$ cat config.mk
export PLATFORM = sky130hd
export DESIGN_NAME = optload
export DESIGN_NICKNAME = d
export VERILOG_FILES = /design/src/rtl/optload_pkg.sv /design/src/rtl/optload_infomem.sv /design/src/rtl/optload_ctrl.sv /design/src/rtl/optload_datapath.sv /design/src/rtl/optload.sv
export SDC_FILE = /design/constraint.sdc
export NUM_CORES = 1
export LEC_CHECK = 0
export BUFFER_PORTS_ARGS = -buffer_cell sky130_fd_sc_hd__buf_4
export CORE_MARGIN = 2
export CORE_UTILIZATION = 54
export DETAILED_ROUTE_END_ITERATION = 7
export PLACE_DENSITY = 0.9
export SYNTH_ARGS = -nofsm -noshare
export SYNTH_HDL_FRONTEND = slang
export SYNTH_SLANG_ARGS = --single-unit
$ cat constraint.sdc
create_clock -name clk -period 2.5 [get_ports clk]
set_input_delay 0 -clock clk [delete_from_list [all_inputs] [get_ports clk]]
set_output_delay 0 -clock clk [all_outputs]
set_load 0.01 [all_outputs]
$ cat src/rtl/optload_pkg.sv
package optload_pkg;

  typedef enum logic [1:0] {
    RDP_OPEN   = 2'd0,
    RDP_LOCKED = 2'd1,
    RDP_SEALED = 2'd2
  } rdp_level_e;

  localparam logic [7:0] RDP_OPEN_CODE   = 8'hAA;
  localparam logic [7:0] RDP_SEALED_CODE = 8'hCC;
  localparam logic [7:0] ERASED_BYTE     = 8'hFF;

  // Strobes from control to datapath; idx is wide enough for any word index
  typedef struct packed {
    logic       rdEn;
    logic       capture;
    logic       commit;
    logic [7:0] idx;
  } load_strobe_t;

endpackage

$ cat src/rtl/optload_infomem.sv
module optload_infomem #(
  parameter int WORDS  = 3,
  parameter int ADDR_W = 2
) (
  input  logic                  clk,
  input  logic                  rdEn,
  input  logic [ADDR_W-1:0]     rdAddr,
  input  logic [32*WORDS-1:0]   content,
  output logic [31:0]           rdData
);

  logic [31:0] wordArr [WORDS];

  for (genvar w = 0; w < WORDS; w++) begin : g_word
    assign wordArr[w] = content[32*w +: 32];
  end

  always_ff @(posedge clk) begin
    if (rdEn) rdData <= wordArr[rdAddr];
  end

endmodule

$ cat src/rtl/optload_ctrl.sv
module optload_ctrl
  import optload_pkg::*;
#(
  parameter int WORDS = 3
) (
  input  logic         clk,
  input  logic         rstN,
  output load_strobe_t strb
);

  typedef enum logic [1:0] {ST_READ, ST_CAPT, ST_COMMIT, ST_HALT} state_e;

  localparam logic [7:0] LAST_IDX = 8'(WORDS - 1);

  state_e     state;
  logic [7:0] wordIdx;

  always_ff @(posedge clk or negedge rstN) begin
    if (!rstN) begin
      state   <= ST_READ;
      wordIdx <= '0;
    end else begin
      unique case (state)
        ST_READ: state <= ST_CAPT;
        ST_CAPT: begin
          if (wordIdx == LAST_IDX) begin
            state <= ST_COMMIT;
          end else begin
            wordIdx <= wordIdx + 8'd1;
            state   <= ST_READ;
          end
        end
        ST_COMMIT: state <= ST_HALT;
        default:   state <= ST_HALT;
      endcase
    end
  end

  always_comb begin
    strb.rdEn    = (state == ST_READ);
    strb.capture = (state == ST_CAPT);
    strb.commit  = (state == ST_COMMIT);
    strb.idx     = wordIdx;
  end

endmodule

$ cat src/rtl/optload_datapath.sv
module optload_datapath
  import optload_pkg::*;
#(
  parameter int WORDS = 3
) (
  input  logic                        clk,
  input  logic                        rstN,
  input  load_strobe_t                strb,
  input  logic [31:0]                 memData,
  output logic [31:0]                 optReg,
  output logic [8*(2*WORDS-4)-1:0]    wrpReg,
  output logic [1:0]                  rdpLevel,
  output logic                        optErr,
  output logic                        loadDone
);

  localparam int NUM_BYTES = 2 * WORDS;
  localparam int WRP_BYTES = NUM_BYTES - 4;

  logic [7:0] laneVal [2];
  logic [1:0] laneBad;
  logic [7:0] shByte  [NUM_BYTES];
  logic       errAcc;

  // Pair check on the two lanes of the word being captured
  for (genvar p = 0; p < 2; p++) begin : g_lane
    logic [7:0] val, inv;
    logic       erased;
    assign val          = memData[16*p +: 8];
    assign inv          = memData[16*p + 8 +: 8];
    assign erased       = (val == ERASED_BYTE) && (inv == ERASED_BYTE);
    assign laneBad[p]   = !erased && (val != ~inv);
    assign laneVal[p]   = laneBad[p] ? ERASED_BYTE : val;
  end

  // Shadow bytes, one per pair, filled word by word
  for (genvar w = 0; w < WORDS; w++) begin : g_shw
    for (genvar p = 0; p < 2; p++) begin : g_shp
      always_ff @(posedge clk or negedge rstN) begin
        if (!rstN)
          shByte[2*w+p] <= ERASED_BYTE;
        else if (strb.capture && (strb.idx == 8'(w)))
          shByte[2*w+p] <= laneVal[p];
      end
    end
  end

  always_ff @(posedge clk or negedge rstN) begin
    if (!rstN)              errAcc <= 1'b0;
    else if (strb.capture)  errAcc <= errAcc | (|laneBad);
  end

  // Committed outputs; safe values until commit
  always_ff @(posedge clk or negedge rstN) begin
    if (!rstN) begin
      optReg   <= '1;
      wrpReg   <= '0;
      optErr   <= 1'b0;
      loadDone <= 1'b0;
    end else begin
      loadDone <= strb.commit;
      if (strb.commit) begin
        optReg <= {shByte[3], shByte[2], shByte[1], shByte[0]};
        optErr <= errAcc;
      end
    end
  end

  for (genvar b = 0; b < WRP_BYTES; b++) begin : g_wrp
    always_ff @(posedge clk or negedge rstN) begin
      if (!rstN)            wrpReg[8*b +: 8] <= 8'h00;
      else if (strb.commit) wrpReg[8*b +: 8] <= shByte[4+b];
    end
  end

  always_comb begin
    unique case (optReg[7:0])
      RDP_OPEN_CODE:   rdpLevel = RDP_OPEN;
      RDP_SEALED_CODE: rdpLevel = RDP_SEALED;
      default:         rdpLevel = RDP_LOCKED;
    endcase
  end

endmodule

$ cat src/rtl/optload.sv
module optload
  import optload_pkg::*;
#(
  parameter int WORDS = 3
) (
  input  logic                        clk,
  input  logic                        rstN,
  input  logic [32*WORDS-1:0]         infoContent,
  output logic [31:0]                 optReg,
  output logic [8*(2*WORDS-4)-1:0]    wrpReg,
  output logic [1:0]                  rdpLevel,
  output logic                        optErr,
  output logic                        loadDone
);

  localparam int ADDR_W = (WORDS > 1) ? $clog2(WORDS) : 1;

  load_strobe_t      strb;
  logic [31:0]       memData;
  logic              memRdEn;
  logic [ADDR_W-1:0] memAddr;

  assign memRdEn = strb.rdEn;
  assign memAddr = strb.idx[ADDR_W-1:0];

  optload_ctrl #(.WORDS(WORDS)) u_ctrl (
    .clk  (clk),
    .rstN (rstN),
    .strb (strb)
  );

  optload_infomem #(.WORDS(WORDS), .ADDR_W(ADDR_W)) u_mem (
    .clk     (clk),
    .rdEn    (memRdEn),
    .rdAddr  (memAddr),
    .content (infoContent),
    .rdData  (memData)
  );

  optload_datapath #(.WORDS(WORDS)) u_dp (
    .clk      (clk),
    .rstN     (rstN),
    .strb     (strb),
    .memData  (memData),
    .optReg   (optReg),
    .wrpReg   (wrpReg),
    .rdpLevel (rdpLevel),
    .optErr   (optErr),
    .loadDone (loadDone)
  );

endmodule

==> impl_results.md, run 1 <==
- H-Tree Depth: 4
- Post-Synthesis Cells: 527
- Synth area leader: dfstp_2
- Worst r2r src: u_ctrl.wordIdx[0]
- N_diodes: 0
- Nets: 835
- Slew @ Worst Pin: 1.02 ns
- Origin of the worst setup path: u_ctrl.wordIdx[0]
- CTS tree: built
- Clk buf depth: 2
- Fmax: 467 MHz
- Max cap viols: 0
- Gr ovfl total: 0
- Synth Area per Inst: 12.1 um2
- Synth warn: 0
- CP Data Arrival Time: 2.31 ns
- RSZ-0062 raised after global routing: no
- HP Class: in -> reg
- Max-slew violations: 0
- WL per Instance: 17.8 um
- Largest net degree at the start of global routing: 55
- Total nets after synthesis: 629
- Min-delay src: infoContent[22]
- Remaining antenna violation count: 0
- Status: finished, violations left
- Clock Skew: 0.00746 ns
- Final period util: 85.6%
- Die ar.: 12,700 um2
- Critical-path maximum fanout: 33
- Sink Count: 141
- Share of the synthesized area in the top cell type: 33.0%
- Slew margin rel.: 31.7%
- Ranking of synthesized cells by area: dfstp_2, edfxtp_1, dfrtp_1
- CTS Buf Count: 17
- Vias post-DR: 4,882
- First-pass GRT wire length: 25,200 um
- WHS: -0.00487 ns
- Post-synthesis sequential area ratio: 59.5%
- Clk slew on worst S/H paths: 0.06 ns
- Yosys cell types: 38
- Final Hold Violating Endpoints: 1
- Share of cells above drive strength 1: 46.0%
- Cell Area, Synth: 6370 um2
- Vias in the first global route: 5,005
- Setup TNS: 0 ns
- DP Cell Count: 798
- Crit path kind: reg -> reg
- Fin cells: 889
- Die Y: 113 um
- Initial Util: 55.6%
- I/O pin cnt: 150
- Post-DP HPWL: 9920 um
- Clk_lat worst skew: 0.42 ns
- Crit start category: flip-flop
- Most common cell after layout, fill and taps aside: buf_4
- Root Buffer: clkbuf_16
- Most frequent cells in the layout: buf_4, nor2_1, dfstp_2
- FP Rows: 39
- Critical Path RT: 2.67 ns
- Core Area: 11,500 um2
- Crit. End Element: flip-flop
- Die W: 113 um
- Drt drc: 0
- Setup violators final: 0
- Initial antenna violation count: 0
- RePlAce Congestion: 0.774
- Pre-antenna DRT Iters: 5
- EDFF count, synth: 32
- Initial DRC Count: 259
- Via/cell ratio: 5.49
- GRT Util Overall: 25.6%
- Number of synthesized register bits: 141
- Synth async-reset ratio: 77.3%
- Cell Pwr Density: 613 nW/um2
- Minimum clock period after layout: 2.14 ns
- Static Leak: 3.49 nW
- Main flop type after synthesis: dfstp_2
- Failing checks: negative hold slack
- Total Routed Length: 15,800 um
- Area Growth Syn to Fin: 38.3%
- Peak VDD IR: 0.000579 V
- Port bufs: 149
==> metrics by stage <==
step / power, mW / util (%) / area [um2] / worst slack [ns] / hold WS (ns)
after global routing: 5.56 / 76.8 / 8810 / 0.231 / 0.0451
final: 5.40 / 76.8 / 8810 / 0.359 / -0.00487
after detailed placement: 2.61 / 65.9 / 7560 / 0.473 / 0.0808
after floorplan: 2.45 / - / 6370 / 0.324 / -0.296
after CTS: 5.42 / 76.8 / 8800 / 0.158 / 0.00356
after global placement: 2.61 / 65.9 / 7560 / 0.545 / 0.0605
==> sequential cells by signal (all words and copies together) (netlist names) <==
| name | cells |
|---|---|
| u_ctrl.state | 2 |
| u_dp.shByte | 48 |
| u_dp.errAcc | 1 |
| u_mem.rdData | 32 |
| u_dp.loadDone | 1 |
| u_dp.wrpReg | 16 |
| u_ctrl.wordIdx | 8 |
| u_dp.optReg | 32 |
| u_dp.optErr | 1 |
==> path summary, 6_finish.rpt <==
kind	to	slack, ns	cells after the start
max reg2reg	u_mem.rdData[11]	0.36	4
min in group asynchronous	u_ctrl.wordIdx[6]	0.20	2
min	u_mem.rdData[22]	-0.005	3
max in group asynchronous	u_dp.optReg[22]	1.46	3
min reg2reg	u_dp.errAcc	0.50	2
max	u_mem.rdData[11]	0.36	4
==> critical path, stage by stage, from the launching register on <==
cell           delay (ns)
dfrtp_2              0.42
buf_4                0.48
mux2i_1              0.29
o21ai_0              0.11
dlygate4sd3_1        0.56
==> cell usage after synthesis (2+ instances only) <==
master	instances
dfstp_2	80
buf_6	5
xnor2_1	6
a21oi_2	10
edfxtp_1	32
mux2i_1	32
buf_4	3
o21ai_0	33
mux2_2	55
nor2b_1	2
nand3_1	2
or4bb_1	2
ha_1	4
nand4_1	16
buf_2	11
a21oi_1	32
and4_1	3
clkbuf_1	9
nand2_1	35
or3_1	2
inv_1	4
xor2_1	17
dfrtp_1	29
o211ai_1	2
nor2_1	88
==> layout make-up <==
| cell class | count | area (um2) |
|---|---|---|
| Clock inverter | 14 | 204 |
| Clock buffer | 18 | 450 |
| Multi-Input combinational cell | 353 | 2400 |
| Timing Repair Buffer | 216 | 1770 |
| Inverter | 4 | 15.0 |
| Tap cell | 143 | 179 |
| Fill cell | 672 | 2660 |
| Sequential cell | 141 | 3790 |
==> routing by layer <==
layer	GRT usage (%)	wire, um
met1	33.0	6650
met2	42.6	7820
met3	6.70	1120
met4	7.89	243
met5	0	0
==> logic make-up after synthesis <==
group	share of synthesized area, %
compound gates	7.33
xor+xnor	3.16
fa+ha+maj	0.786
buf+inv	3.10
flops	59.5
mux	14.7
simple gates	11.4
==> where the power goes <==
part	switching, mW	internal [mW]
registers	0.00347	2.37
logic	0.0994	0.181
clock network	1.00	1.75
total	1.10	4.30
==> repair_timing <==
action | CTS | global route
endpoints found under the hold margin | 41 | 0
setup endpoints to repair | 0 | 23
setup buffers | 0 | 0
resized for setup | 0 | 1
hold buffers | 59 | 0
(Power assumes the default switching activity.)
==> inputs of run 2 (changes only) <==
- BUFFER_PORTS_ARGS: -buffer_cell sky130_fd_sc_hd__buf_4 -> unset
- CORE_UTILIZATION: 54 -> 60
- DONT_BUFFER_PORTS: unset -> 1
- PLACE_DENSITY: 0.9 -> 0.86
==> impl_results.md, run 2 (synthesized netlist as in run 1, its figures left out) <==
- Clk_lat worst skew: 0.52 ns
- Peak VDD IR: 0.000349 V
- Fill cells: 657
- Slew margin rel.: 39.2%
- Cells on Worst Hold Path: 2
- Nets: 690
- Root Buffer: clkbuf_8
- R2R cell count: 4
- RSZ-0062 raised after global routing: no
- Via/cell ratio: 5.96
- Port bufs: 0
- Setup TNS: 0 ns
- CP Data Arrival Time: 2.61 ns
- Cell Pwr Density: 641 nW/um2
- Post-DP HPWL: 9040 um
- Most frequent cells in the layout: nor2_1, dfstp_2, dlygate4sd3_1
- Largest reg by FF count: u_dp.shByte
- Max cap viols: 0
- N_diodes: 0
- GRT Util Overall: 26.2%
- Most common cell after layout, fill and taps aside: nor2_1
- WHS: 0.0378 ns
- Gr ovfl total: 0
- Slew @ Worst Pin: 0.912 ns
- Fin util: 74.2%
- Static Leak: 2.78 nW
- Pre-antenna DRT Iters: 5
- FP Rows: 37
- H-Tree Depth: 4
- Drt drc: 0
- Max-slew violations: 0
- Total Routed Length: 14,400 um
- DP Cell Count: 640
- Fmax: 454 MHz
- Largest net degree at the start of global routing: 110
- Remaining antenna violation count: 0
- Critical-path maximum fanout: 14
- RePlAce Congestion: 0.784
- Core Area: 10,300 um2
- Area Growth Syn to Fin: 20.2%
- Status: finished clean
- Vias post-DR: 4,392
- Final period util: 88.1%
- CTS tree: built
- Total power: 4.91 mW
- Clk buf depth: 2
- Sink Count: 141
- Critical Path RT: 2.91 ns
- Vias in the first global route: 4,558
- Crit path kind: reg -> reg
- I/O pin cnt: 150
- Clk slew on worst S/H paths: 0.06 ns
- Initial antenna violation count: 0
- Fin cells: 737
- CTS Buf Count: 17
- Die ar.: 11,500 um2
- WL per Instance: 19.5 um
- Clock Skew: 0.00718 ns
- Share of cells above drive strength 1: 32.1%
- Minimum clock period after layout: 2.20 ns
- Initial DRC Count: 215
- Die Y: 107 um
- Crit. End Element: flip-flop
- Die W: 107 um
- Initial Util: 61.7%
- Crit start category: flip-flop
- Number of flip-flops under the largest register name: 48
- Final Hold Violating Endpoints: 0
- Setup violators final: 0
- Post-CTS Setup Bufs: 0
- Largest registers: u_dp.shByte: 48 flops, u_dp.optReg: 32 flops, u_mem.rdData: 32 flops
- HP Class: in -> reg
- First-pass GRT wire length: 22,900 um
run 2: metrics by stage:
stage,setup slack [ns],area (um2)
after floorplan,0.324,6370
after global placement,0.519,6420
after detailed placement,0.380,6420
after CTS,0.112,7650
after global routing,0.158,7660
final,0.298,7660
run 2: final timing paths:
| path | startpoint | to | slack (ns) |
|---|---|---|---|
| worst max-delay path | u_ctrl.state[0] | u_dp.shByte[36] | 0.30 |
| min in group asynchronous | rstN | u_dp.wrpReg[15] | 0.10 |
| worst min register to register | u_dp.shByte[3] | u_dp.shByte[3] | 0.51 |
| worst min-delay path | infoContent[20] | u_mem.rdData[20] | 0.04 |
| worst max register to register | u_ctrl.state[0] | u_dp.shByte[36] | 0.30 |
| max in group asynchronous | rstN | u_ctrl.wordIdx[0] | 2.02 |
run 2: layer usage:
metal | up-vias | global-route usage [%] | routed length [um]
li1 | 1969 | - | -
met1 | 2178 | 33.0 | 5760
met2 | 207 | 43.8 | 7290
met3 | 38 | 6.38 | 948
met4 | 0 | 10.2 | 377
met5 | - | 0 | 0
run 2: area by class of cell:
class / instances / area [um2] / area share [%]
Tap cell: 136 / 170 / 2.22
Sequential cell: 141 / 3790 / 49.5
Multi-Input combinational cell: 353 / 2400 / 31.4
Clock buffer: 17 / 414 / 5.41
Clock inverter: 15 / 154 / 2.01
Inverter: 4 / 15.0 / 0.196
Timing Repair Buffer: 71 / 713 / 9.31
run 2: worst max-delay path: stages (launching register included):
cell and delay (ns):
dfrtp_1 0.42, nor2b_1 0.49, nand4_1 0.69, nor2_1 0.38, a21oi_1 0.11
run 2: timing repair:
item / CTS / global route
setup endpoints to repair: 0 / 31
resized for setup: 0 / 1
hold buffers: 65 / 0
endpoints found under the hold margin: 141 / 0
run 2: where the power goes:
group / internal, mW / total, mW / switching [mW]
logic: 0.0919 / 0.161 / 0.0691
registers: 2.37 / 2.37 / 0.00513
clock network: 1.35 / 2.37 / 1.02
total: 3.81 / 4.91 / 1.10
==> inputs of run 3 (changes only) <==
--- a/config.mk
+++ b/config.mk
@@ -6,9 +6,11 @@
 export NUM_CORES = 1
 export LEC_CHECK = 0
+export CELL_PAD_IN_SITES_DETAIL_PLACEMENT = 1
+export CELL_PAD_IN_SITES_GLOBAL_PLACEMENT = 2
 export CORE_MARGIN = 2
-export CORE_UTILIZATION = 60
+export CORE_UTILIZATION = 41
 export DETAILED_ROUTE_END_ITERATION = 7
 export DONT_BUFFER_PORTS = 1
-export PLACE_DENSITY = 0.86
+export PLACE_DENSITY = 0.89
 export SYNTH_ARGS = -nofsm -noshare
 export SYNTH_HDL_FRONTEND = slang
==> constraint.sdc (replaced) <==
create_clock -name clk -period 2.5 [get_ports clk]
set_input_delay 0 -clock clk [delete_from_list [all_inputs] [get_ports clk]]
set_output_delay 0 -clock clk [all_outputs]
set_load 0.005 [all_outputs]
==> impl_results.md, run 3 (synthesized netlist as in run 1, its figures left out) <==
- Most frequent cells in the layout: nor2_1, dfstp_2, dlygate4sd3_1
- Area occupied by multi-input gates: 2400 um2
- Final Hold Violating Endpoints: 0
- Initial DRC Count: 166
- Max stage delay on crit path: 0.72 ns
- Fmax: 470 MHz
- Via/cell ratio: 5.37
- Register Area: 3790 um2
- Crit start category: flip-flop
- Die W: 129 um
- H-Tree Depth: 4
- CTS tree: built
- Port bufs: 0
- HP Class: in -> reg
- Max-slew violations: 0
- Largest reg by FF count: u_dp.shByte
- Area Growth Syn to Fin: 22.3%
- R2R cell count: 3
- Core Area: 15,200 um2
- Fin cells: 792
- Slew @ Worst Pin: 0.989 ns
- Combinational share of power: 3.2%
- Initial Util: 41.9%
- Final instance area: 7790 um2
- N_diodes: 0
- Vias post-DR: 4,256
- Cell Pwr Density: 650 nW/um2
- Fill cells: 1,580
- Max cap viols: 0
- Worst path buffer plus inverter count: 0
- RSZ-0062 raised after global routing: no
- Critical Path RT: 2.85 ns
- DP Cell Count: 695
- Number of flip-flops under the largest register name: 48
- Cells on Worst Hold Path: 2
- FP Rows: 45
- Critical-path maximum fanout: 16
- Critical path depth in cells: 3
- Crit path kind: reg -> reg
- Pre-antenna DRT Iters: 5
- Static Leak: 2.81 nW
- Slew margin rel.: 34.0%
- Largest net degree at the start of global routing: 110
- CP Data Arrival Time: 2.48 ns
- Cell family with most CP delay: simple AND/OR/NAND/NOR gates
- First-pass GRT wire length: 23,900 um
- Final period util: 85.1%
- Setup violators final: 0
- Minimum clock period after layout: 2.13 ns
- WL per Instance: 18.9 um
- Clk slew on worst S/H paths: 0.06 ns
- Pint: 4.02 mW
- Clock power frac: 50.0%
- Sink Count: 141
- Clk buf depth: 2
- Share of cells above drive strength 1: 32.5%
- Peak VDD IR: 0.000499 V
- Crit. End Element: flip-flop
- Root Buffer: clkbuf_16
- WHS: 0.00809 ns
- NetSw: 1.04 mW
- Remaining antenna violation count: 0
- RePlAce Congestion: 0.793
- Most common cell after layout, fill and taps aside: nor2_1
- Cts repair resizes: 0
- Die ar.: 16,600 um2
- Fin util: 51.3%
- Nets: 693
- Sequential Power Share: 46.9%
- Status: finished clean
- Post-DP HPWL: 9940 um
- Drt drc: 0
- I/O pin cnt: 150
- Gr ovfl total: 0
- Largest registers: u_dp.shByte: 48 flops, u_dp.optReg: 32 flops, u_mem.rdData: 32 flops
- Clk_lat worst skew: 0.42 ns
- Net Sw Frac: 20.6%
- Initial antenna violation count: 0
- CP Cell Sequence: nor2b_1 -> and4_1 -> mux2_2
- Dpl cell area: 6520 um2
- Die Y: 129 um
- Setup TNS: 0 ns
- Vias in the first global route: 4,576
- Worst-path cell with the longest stage delay: and4_1
- Clock Skew: 0.00989 ns
- Total Routed Length: 15,000 um
- CTS Buf Count: 17
- GRT Util Overall: 18.8%
run 3: worst paths after layout:
kind	from	to	slack [ns]
setup / recovery	u_ctrl.state[0]	u_dp.shByte[13]	0.37
hold / removal	infoContent[17]	u_mem.rdData[17]	0.008
setup reg to reg	u_ctrl.state[0]	u_dp.shByte[13]	0.37
hold reg to reg	u_dp.shByte[36]	u_dp.shByte[36]	0.51
max in group asynchronous	rstN	u_ctrl.wordIdx[0]	1.87
min in group asynchronous	rstN	u_dp.wrpReg[10]	0.17
run 3: layout make-up:
| type | instances | share of cell area (%) |
|---|---|---|
| clock buffers | 20 | 6.01 |
| clock inverters | 12 | 1.70 |
| flip-flops and latches | 141 | 48.6 |
| well taps | 188 | 3.02 |
| inverters | 4 | 0.193 |
| multi-input cells | 353 | 30.8 |
| repair buffers | 74 | 9.67 |
run 3: power groups by stage:
| stage | sequential [mW] | clock (mW) | combinational, mW |
|---|---|---|---|
| 6_report | 2.37 | 2.53 | 0.160 |
| 5_1_grt | 2.37 | 2.68 | 0.178 |
| 4_1_cts | 2.37 | 2.58 | 0.160 |
| 3_5_place_dp | 2.41 | 0 | 0.0479 |
| 3_3_place_gp | 2.41 | 0 | 0.0466 |
| 2_1_floorplan | 2.41 | 0 | 0.0356 |
run 3: metrics by stage:
stage	setup slack, ns	power [mW]
2_1_floorplan	0.324	2.45
3_3_place_gp	0.531	2.46
3_5_place_dp	0.421	2.46
4_1_cts	0.0644	5.12
5_1_grt	0.171	5.23
6_report	0.372	5.06
run 3: worst reg2reg max path, stage by stage, from the launching register on:
cell and delay (ns):
dfrtp_1 0.42, nor2b_1 0.51, and4_1 0.72, mux2_2 0.41
run 3: layer usage:
layer,up-vias,track usage [%],share of wire [%]
met2,123,31.4,49
met1,2144,23.9,45
met5,-,0,0
met3,16,4.95,4.6
met4,0,6.39,1.2
li1,1973,-,-
run 3: what timing repair did:
action | in CTS | in global routing
hold buffers | 64 | 0
setup buffers | 0 | 0
hold endpoints to repair | 141 | 0
